[src/rtl/irq_ctl.sv]
module irq_ctl #(
  parameter int NSRC = 5
) (
  input  logic            clk,
  input  logic            rst_n,
  input  logic [NSRC-1:0] src,
  input  logic            wr_en,
  input  logic [7:0]      wr_data,
  input  logic            rd_en,
  output logic [7:0]      rd_data,
  output logic            irq_n
);
  localparam int PAD = 7 - NSRC;

  logic [NSRC-1:0] flags;
  logic [NSRC-1:0] mask;
  logic            pend;

  always_ff @(posedge clk) begin
    if (!rst_n) begin
      flags <= '0;
      mask  <= '0;
    end else begin
      flags <= rd_en ? src : (flags | src);
      if (wr_en) begin
        if (wr_data[7]) mask <= mask | wr_data[NSRC-1:0];
        else            mask <= mask & ~wr_data[NSRC-1:0];
      end
    end
  end

  assign pend    = |(flags & mask);
  assign rd_data = {pend, {PAD{1'b0}}, flags};
  assign irq_n   = ~pend;
endmodule


[config.mk]
export PLATFORM = sky130hd
export DESIGN_NAME = irq_ctl
export DESIGN_NICKNAME = d
export VERILOG_FILES = /design/src/rtl/irq_ctl.sv
export SDC_FILE = /design/constraint.sdc
export NUM_CORES = 1
export LEC_CHECK = 0
export ABC_AREA = 1
export ABC_CLOCK_PERIOD_IN_PS = 850
export CORE_MARGIN = 1.5
export CORE_UTILIZATION = 31
export DETAILED_ROUTE_END_ITERATION = 12
export PLACE_DENSITY_LB_ADDON = 0.25
export SYNTH_ARGS = -nofsm -noshare
export SYNTH_HDL_FRONTEND = slang
export SYNTH_SLANG_ARGS = --single-unit
[constraint.sdc]
create_clock -name clk -period 0.85 [get_ports clk]
set_input_delay 0.17 -clock clk [delete_from_list [all_inputs] [get_ports clk]]
set_output_delay 0.17 -clock clk [all_outputs]
set_load 0.03 [all_outputs]
==> out/summary.md, run 1 <==
The run finished, with violations left. The checks that failed: setup timing. For this run, the top clock speed supported by timing is 839 MHz. The first global-routing pass estimated 1.64 mm of wire. TritonCTS built the clock tree. The floorplan has 13 rows. For the final setup slack of the worst path, the log shows -0.343 ns.

The run gives 69 as the gate count after technology mapping. The tools report the required time of the critical path as 0.68 ns. Counting the fill cells in the layout gives 125. The number of placed instances, taps included, is 110.

Setup repair after global routing could not meet its margin everywhere. Along the worst hold path, the cell count comes to 4. The worst voltage drop across the vdd grid is 0.000642 V, and the sum of routed wire length over all layers is 1.12 mm. The depth of the CTS H-tree was 1.

Cell with the biggest individual delay on the critical path: sky130_fd_sc_hd__dfxtp_4. After clock tree synthesis, the clock-pin slew on the worst setup and hold paths is 0.07 ns. The detail-routed via count per cell came out at 4.31.

Net switching is 29.4% of the power. The logs give 0.455 nW for the static power due to leakage and 440 um^2 for the combined area of all synthesized cells. The share of power burned in registers came out at 42.6%.

Along the worst path, the maximum fanout reaches 2. The fraction of layout instances using a drive strength above 1 is 37.3%, and the number of buffers added by the clock tree synthesis step is 3. The total overflow left after global routing is 0.

The worst register-to-register path has a depth of 4. The run gives 45.5% as the register area share after synthesis. The max capacitance violation total is 0. The kind of cell with the highest combined delay along the critical path is flip-flops. The logs give 0 for the count of final hold-check violations and 0 for the DRC violation count after routing. The worst-case clock buffer depth was 2. Combinational logic is responsible for 29.2% of the overall power.

The tools report the largest net degree at the start of global routing as 7. The kind of start point of the critical path is a flop. The final critical path time including I/O delays and setup came out at 1.19 ns. The number of hold buffers added after CTS was 0.

Pin placement for this block handled 26 I/O pins. The finished layout holds 117 standard cells, fillers aside. In this run, the clock network consumes 28.2% of the power. The worst register-to-register path has a setup slack of 0 ns. In this run the remaining antenna-violating nets after routing total 0.

The tools report the count of cell types in the netlist as 8. The congestion estimate from routability-driven global placement came to 0.737. The switching component of the power was 362 uW. The critical path in this run is classified as flop to output pin. The final route contains 504 vias.

The clock net in this run drives a total of 10 sinks. Internal power comes to 869 uW. The start point of the worst hold path is wr_en. Global routing consumed, over all layers together, 15.6% of the routing resources.

Walking the worst path, the cells encountered are nand2_4 > nand2_2 > nor2_1 > nand2_1 > buf_6. The initial antenna violation count came out at 0. The min-delay analysis places its worst path in the category input port to flop. Data arrives at the worst endpoint at 1.02 ns. OpenSTA, run right after detailed placement, puts the worst setup slack at -0.223 ns.

The initial utilization of the core area, before any placement, comes to 33.4%. The worst flop-to-flop path startpoint was flags[1]. The worst path buffer plus inverter count was 1; the number of failing setup endpoints in the final timing report was 8. For this design the ratio of total power to cell area is 1430 nW/um^2.

Relative to the synthesized area, the layout overhead comes to 95.7%. Chip height: 40.7 um. The floorplan die width works out to 40.7 um. The floorplan step defined a die boundary enclosing 1660 um^2. The run gives 5 as the number of DRC violations after detailed-routing iteration 0.

The placed instances occupy a cell area of 727 um^2. For the max-slew violation count, the log shows 0. The floorplan step defined a core boundary enclosing 1320 um^2.

The repair_antennas step left the layout with diodes totalling 0. Clock tree synthesis selected as its root buffer the cell sky130_fd_sc_hd__clkbuf_4. The average cell area after synthesis came out at 6.38 um^2. The terminus of the critical flop-to-flop path was flags[1]. Synthesis inferred 10 register bits. Across the routed clock network, the largest skew measured is 0 ns. The first TritonRoute pass finished after 4 iterations. The utilization after layout came out at 65.4%. The number of global-route vias before repair was 422; the maximum cell stage delay along the critical path was 0.35 ns. Summed over all nets, the half-perimeter wirelength after detailed placement is 772 um. The clock latency reported for the late side of the worst-skew pair is 0.27 ns, and the total negative slack is -1.66 ns. In the finished design, the share of the clock period the worst path needs comes to 140%.

In this run the tool buffered the top-level ports with 21 buffer cells. After detailed routing, the average wire length per cell comes to 9.55 um. The tools report the sort of element at the end of the critical path as an output pin.

The net total in the final layout came out at 120. Once layout is done, the placed cells without fillers occupy 862 um^2. During synthesis, Yosys emitted a total of 0 warnings.
==> placed cells by master (no fill, tap or decap) <==
master,netlist,layout
sky130_fd_sc_hd__nand2_2,0,4
sky130_fd_sc_hd__nand2_4,0,3
sky130_fd_sc_hd__clkbuf_1,0,1
sky130_fd_sc_hd__buf_4,3,4
sky130_fd_sc_hd__a21oi_1,5,2
sky130_fd_sc_hd__dfxtp_2,0,1
sky130_fd_sc_hd__nor2_4,0,1
sky130_fd_sc_hd__a21oi_2,0,3
sky130_fd_sc_hd__clkdlybuf4s50_1,0,13
sky130_fd_sc_hd__nand2_1,23,16
sky130_fd_sc_hd__dfxtp_4,0,5
sky130_fd_sc_hd__buf_6,0,13
sky130_fd_sc_hd__nor2_1,17,16
sky130_fd_sc_hd__inv_1,9,9
sky130_fd_sc_hd__dlymetal6s2s_1,0,1
sky130_fd_sc_hd__clkbuf_4,0,3
sky130_fd_sc_hd__conb_1,1,2
sky130_fd_sc_hd__dfxtp_1,10,4
sky130_fd_sc_hd__nand3_2,0,1
==> worst max path at each step <==
stage                     slack, ns     start  cells after the start    endpoint
after floorplan               -0.07  flags[4]                      5  rd_data[7]
after global placement        -0.21     wr_en                      4        flop
after detailed placement      -0.22     wr_en                      4        flop
after CTS                     -0.36  flags[3]                      5  rd_data[7]
after global routing          -0.40  flags[1]                      5  rd_data[7]
final                         -0.34  flags[1]                      5  rd_data[7]
==> final cells by class <==
| class | instances | area (um^2) | area share [%] |
|---|---|---|---|
| timing repair buffer | 31 | 319 | 37.0 |
| multi-input combinational | 48 | 244 | 28.3 |
| sequential | 10 | 220 | 25.5 |
| inverter | 9 | 33.8 | 3.92 |
| clock buffer | 4 | 26.3 | 3.05 |
| tap | 15 | 18.8 | 2.18 |
==> per-layer routing <==
metal / up-vias / global-route usage, % / wire, um
met5: - / 0 / 0
met4: 0 / 5.00 / 0
met3: 0 / 6.52 / 42
met2: 13 / 27.4 / 609
met1: 226 / 16.8 / 466
li1: 265 / - / -
==> what timing repair did <==
| item | in CTS | in global routing |
|---|---|---|
| pin swaps | 1 | 8 |
| resized for setup | 16 | 7 |
| endpoints found under the setup margin | 7 | 12 |
| setup buffers | 2 | 1 |
==> cells in the mapped netlist, drive strengths merged <==
cell type,count,area share (%)
nand2,23,20
nor2,17,14
a21oi,5,5.7
inv,9,7.7
nand3,1,1.1
dfxtp,10,45
conb,1,0.85
buf,3,5.1
==> power groups by stage <==
| stage | sequential, mW | clock, mW | combinational (mW) |
|---|---|---|---|
| after floorplan | 0.559 | 0 | 0.133 |
| after global placement | 0.527 | 0 | 0.297 |
| after detailed placement | 0.528 | 0 | 0.300 |
| after CTS | 0.520 | 0.374 | 0.347 |
| after global routing | 0.528 | 0.387 | 0.394 |
| final | 0.524 | 0.347 | 0.360 |
==> logic make-up after synthesis <==
logic type	share of synthesized area, %
simple gates	35.2
buf+inv	12.8
flops	45.5
compound gates	5.68
other cells	0.851
==> worst register-to-register path: stages (launching register included) <==
cell and delay, ns:
sky130_fd_sc_hd__dfxtp_4 0.35, sky130_fd_sc_hd__buf_6 0.11, sky130_fd_sc_hd__buf_4 0.12, sky130_fd_sc_hd__a21oi_2 0.11
sky130_fd_sc_hd__nor2_1 0.05
==> metrics by stage <==
step,hold slack (ns),total power [mW]
floorplan,0.286,0.692
global placement,0.521,0.824
detailed placement,0.520,0.827
CTS,0.470,1.24
global route,0.339,1.31
finish,0.312,1.23
Note: power is estimated with default switching activity, not from simulation.
==> inputs of run 2 (changes only) <==
--- a/config.mk
+++ b/config.mk
@@ -10,6 +10,7 @@
 export CORE_MARGIN = 1.5
 export CORE_UTILIZATION = 31
 export DETAILED_ROUTE_END_ITERATION = 12
+export GPL_TIMING_DRIVEN = 0
 export PLACE_DENSITY_LB_ADDON = 0.25
 export SYNTH_ARGS = -nofsm -noshare
 export SYNTH_HDL_FRONTEND = slang
==> run 2 against run 1 <==
The run still ends with setup timing left. Wire length decreased by 9.6%. Total power fell by 3.5%. Register-to-register slack gained 0.07 ns. Sequential power is essentially flat. Sequential cell count did not move. Utilization down 4.1 points. Hold slack lost 0.071 ns. Count of clock-buffer cells in the layout down 1. Via count shrank 0.60%. Critical path type unchanged. Highest routed layer is now met4.
==> out/summary.md, run 2 (synthesized netlist as in run 1, its figures left out) <==
Global routing used 28.2% of the available met2 tracks. The wire length of the first global-routing pass came out at 1.65 mm. Across the routed clock network, the largest skew measured is 0 ns. The final critical path time including I/O delays and setup was 1.19 ns; the routed via count was 501. The most crowded layer after global routing was met2. The total clock sinks is 10. The max-slew violation count is 0. Setup violations remaining at the end of the flow were counted as 7. In the global route stage, met1 resource usage came out at 15.9%.

The required time of the critical path is 0.68 ns, and the area occupied by multi-input gates is 233 um^2. In the global route stage, met3 resource usage came out at 8.15%. The clock-pin slew on the worst setup and hold paths is 0.07 ns.

The final reports fail on setup timing. VDD sags by at most 0.000710 V. Counting the buffers created by CTS gives 3. The sort of element at the end of the critical path was an output pin. The area growth from synthesis to layout is 83.5%. The logs give 1320 um^2 for the standard cell core area and 13 for the row count. The logs give 6 for the number of DRC violations after detailed-routing iteration 0 and 0.240 ns for the worst hold slack. TritonCTS built the clock tree. The area taken by flip-flops and latches came out at 220 um^2. The worst register-to-register path begins at flags[1]. The initial utilization of the core area, before any placement, comes to 33.4%. At the later pin of the worst-skew pair, clock insertion delay measures 0.27 ns.

The startpoint identified for the worst hold timing path is rst_n. The routed design has 1.01 mm of wire. The run gives 0 as the max capacitance violation total.

The type of the worst min-delay path was input port to flop. STA classifies the critical path startpoint as a flop. The number of global-route vias before repair came out at 437. The logs give 4 for the number of detailed-route iterations in the first pass and 113 for the number of standard cells in the layout, taps in and fillers out. The clock passes through at most 2 buffers. The die is 40.7 um wide. Along the worst path, the maximum fanout reaches 2. Setup repair after global routing could not meet its margin everywhere. The tools report the largest net degree at the start of global routing as 7. DRC violation count after routing: 0. Port buffering added 21 buffers. The depth of the CTS H-tree was 1; the initial antenna violation count was 0. The logs give 1660 um^2 for the area of the die and 808 um^2 for the finished layout cell area. The HPWL after detailed placement is 769 um.

For the worst setup path, the data arrival time is 1.02 ns. In this run the remaining antenna-violating nets after routing total 0. The run gives 0.660 as the routability-driven placement congestion ratio. Clock tree root buffer cell: sky130_fd_sc_hd__clkbuf_4.

Static timing analysis puts the maximum clock frequency at 839 MHz. 0 antenna diodes ended up in the layout. For the cell area after placement, the log shows 718 um^2. Dividing the final minimum period by the clock period gives 140%. The analysis attributes to cell leakage a power of 0.438 nW. The I/O pin total was 26. The critical path is of the flop to output pin type. Across every metal layer, demand over resource in global routing totals 16.2%. Timing analysis after detailed placement gives a worst setup slack of -0.654 ns. The net total in the final layout came out at 116. After detailed routing, the average wire length per cell comes to 8.94 um. The run finished, with violations left. The final setup slack of the worst path is -0.342 ns. The fraction of layout instances using a drive strength above 1 came out at 32.7%.

The number of placed instances with taps included was 106; the number of filler instances in the final layout was 130. In the layout the commonest cells are sky130_fd_sc_hd__nor2_1 (16), sky130_fd_sc_hd__nand2_1 (16), sky130_fd_sc_hd__clkdlybuf4s50_1 (12), sky130_fd_sc_hd__buf_6 (9), sky130_fd_sc_hd__inv_1 (8). The count of final hold-check violations is 0, and the chip height is 40.7 um.

Using the TritonRoute via totals, the vias-per-cell ratio works out to 4.43. Global routing finished with a remaining overflow of 0. Dividing total power by cell area gives a power density of 1470 nW/um^2.
==> run 2: final cells by class <==
class	instances	share of cell area [%]
inverter	9	4.18
clock inverter	1	0.464
sequential	10	27.2
clock buffer	3	2.79
multi-input combinational	48	28.8
tap	15	2.32
timing repair buffer	25	32.4
buffer	2	1.86
==> run 2: per-layer routing <==
| metal | vias to the layer above | routed length, um |
|---|---|---|
| met5 | - | 0 |
| met2 | 14 | 528 |
| met4 | 0 | 19 |
| li1 | 256 | - |
| met3 | 5 | 63 |
| met1 | 226 | 400 |
==> run 2: path summary, 6_finish.rpt <==
kind	to	slack, ns	depth (start not counted)
worst max register to register	flags[1]	0.07	3
worst min register to register	flags[4]	0.52	2
worst min-delay path	flop	0.24	3
worst max-delay path	rd_data[7]	-0.34	5
==> run 2: report_power, final <==
part	internal, mW	leakage, nW	switching, mW	total, mW
sequential	0.497	0.0862	0.0294	0.526
clock	0.170	0.0154	0.168	0.338
combinational	0.167	0.336	0.156	0.323
==> run 2: critical path: stages (launching register included) <==
cell	delay [ns]
sky130_fd_sc_hd__dfxtp_1	0.35
sky130_fd_sc_hd__nand2_2	0.08
sky130_fd_sc_hd__nand2_4	0.09
sky130_fd_sc_hd__inv_1	0.04
sky130_fd_sc_hd__nand2_1	0.07
sky130_fd_sc_hd__buf_6	0.13
==> run 2: timing repair <==
item                                    in CTS  in global routing
hold buffers                                 0                  0
buffers inserted                             1                  3
endpoints found under the setup margin       7                 15
pin swaps                                    5                  5
gates resized for setup                     50                 10
==> run 2: metrics by stage <==
step | setup TNS, ns | util (%) | power, mW
4_1_cts | -1.33 | 57.4 | 1.19
2_1_floorplan | -0.135 | - | 0.692
3_3_place_gp | -4.94 | 54.5 | 0.824
3_5_place_dp | -5.06 | 54.5 | 0.830
6_report | -1.49 | 61.3 | 1.19
5_1_grt | -1.78 | 61.3 | 1.27
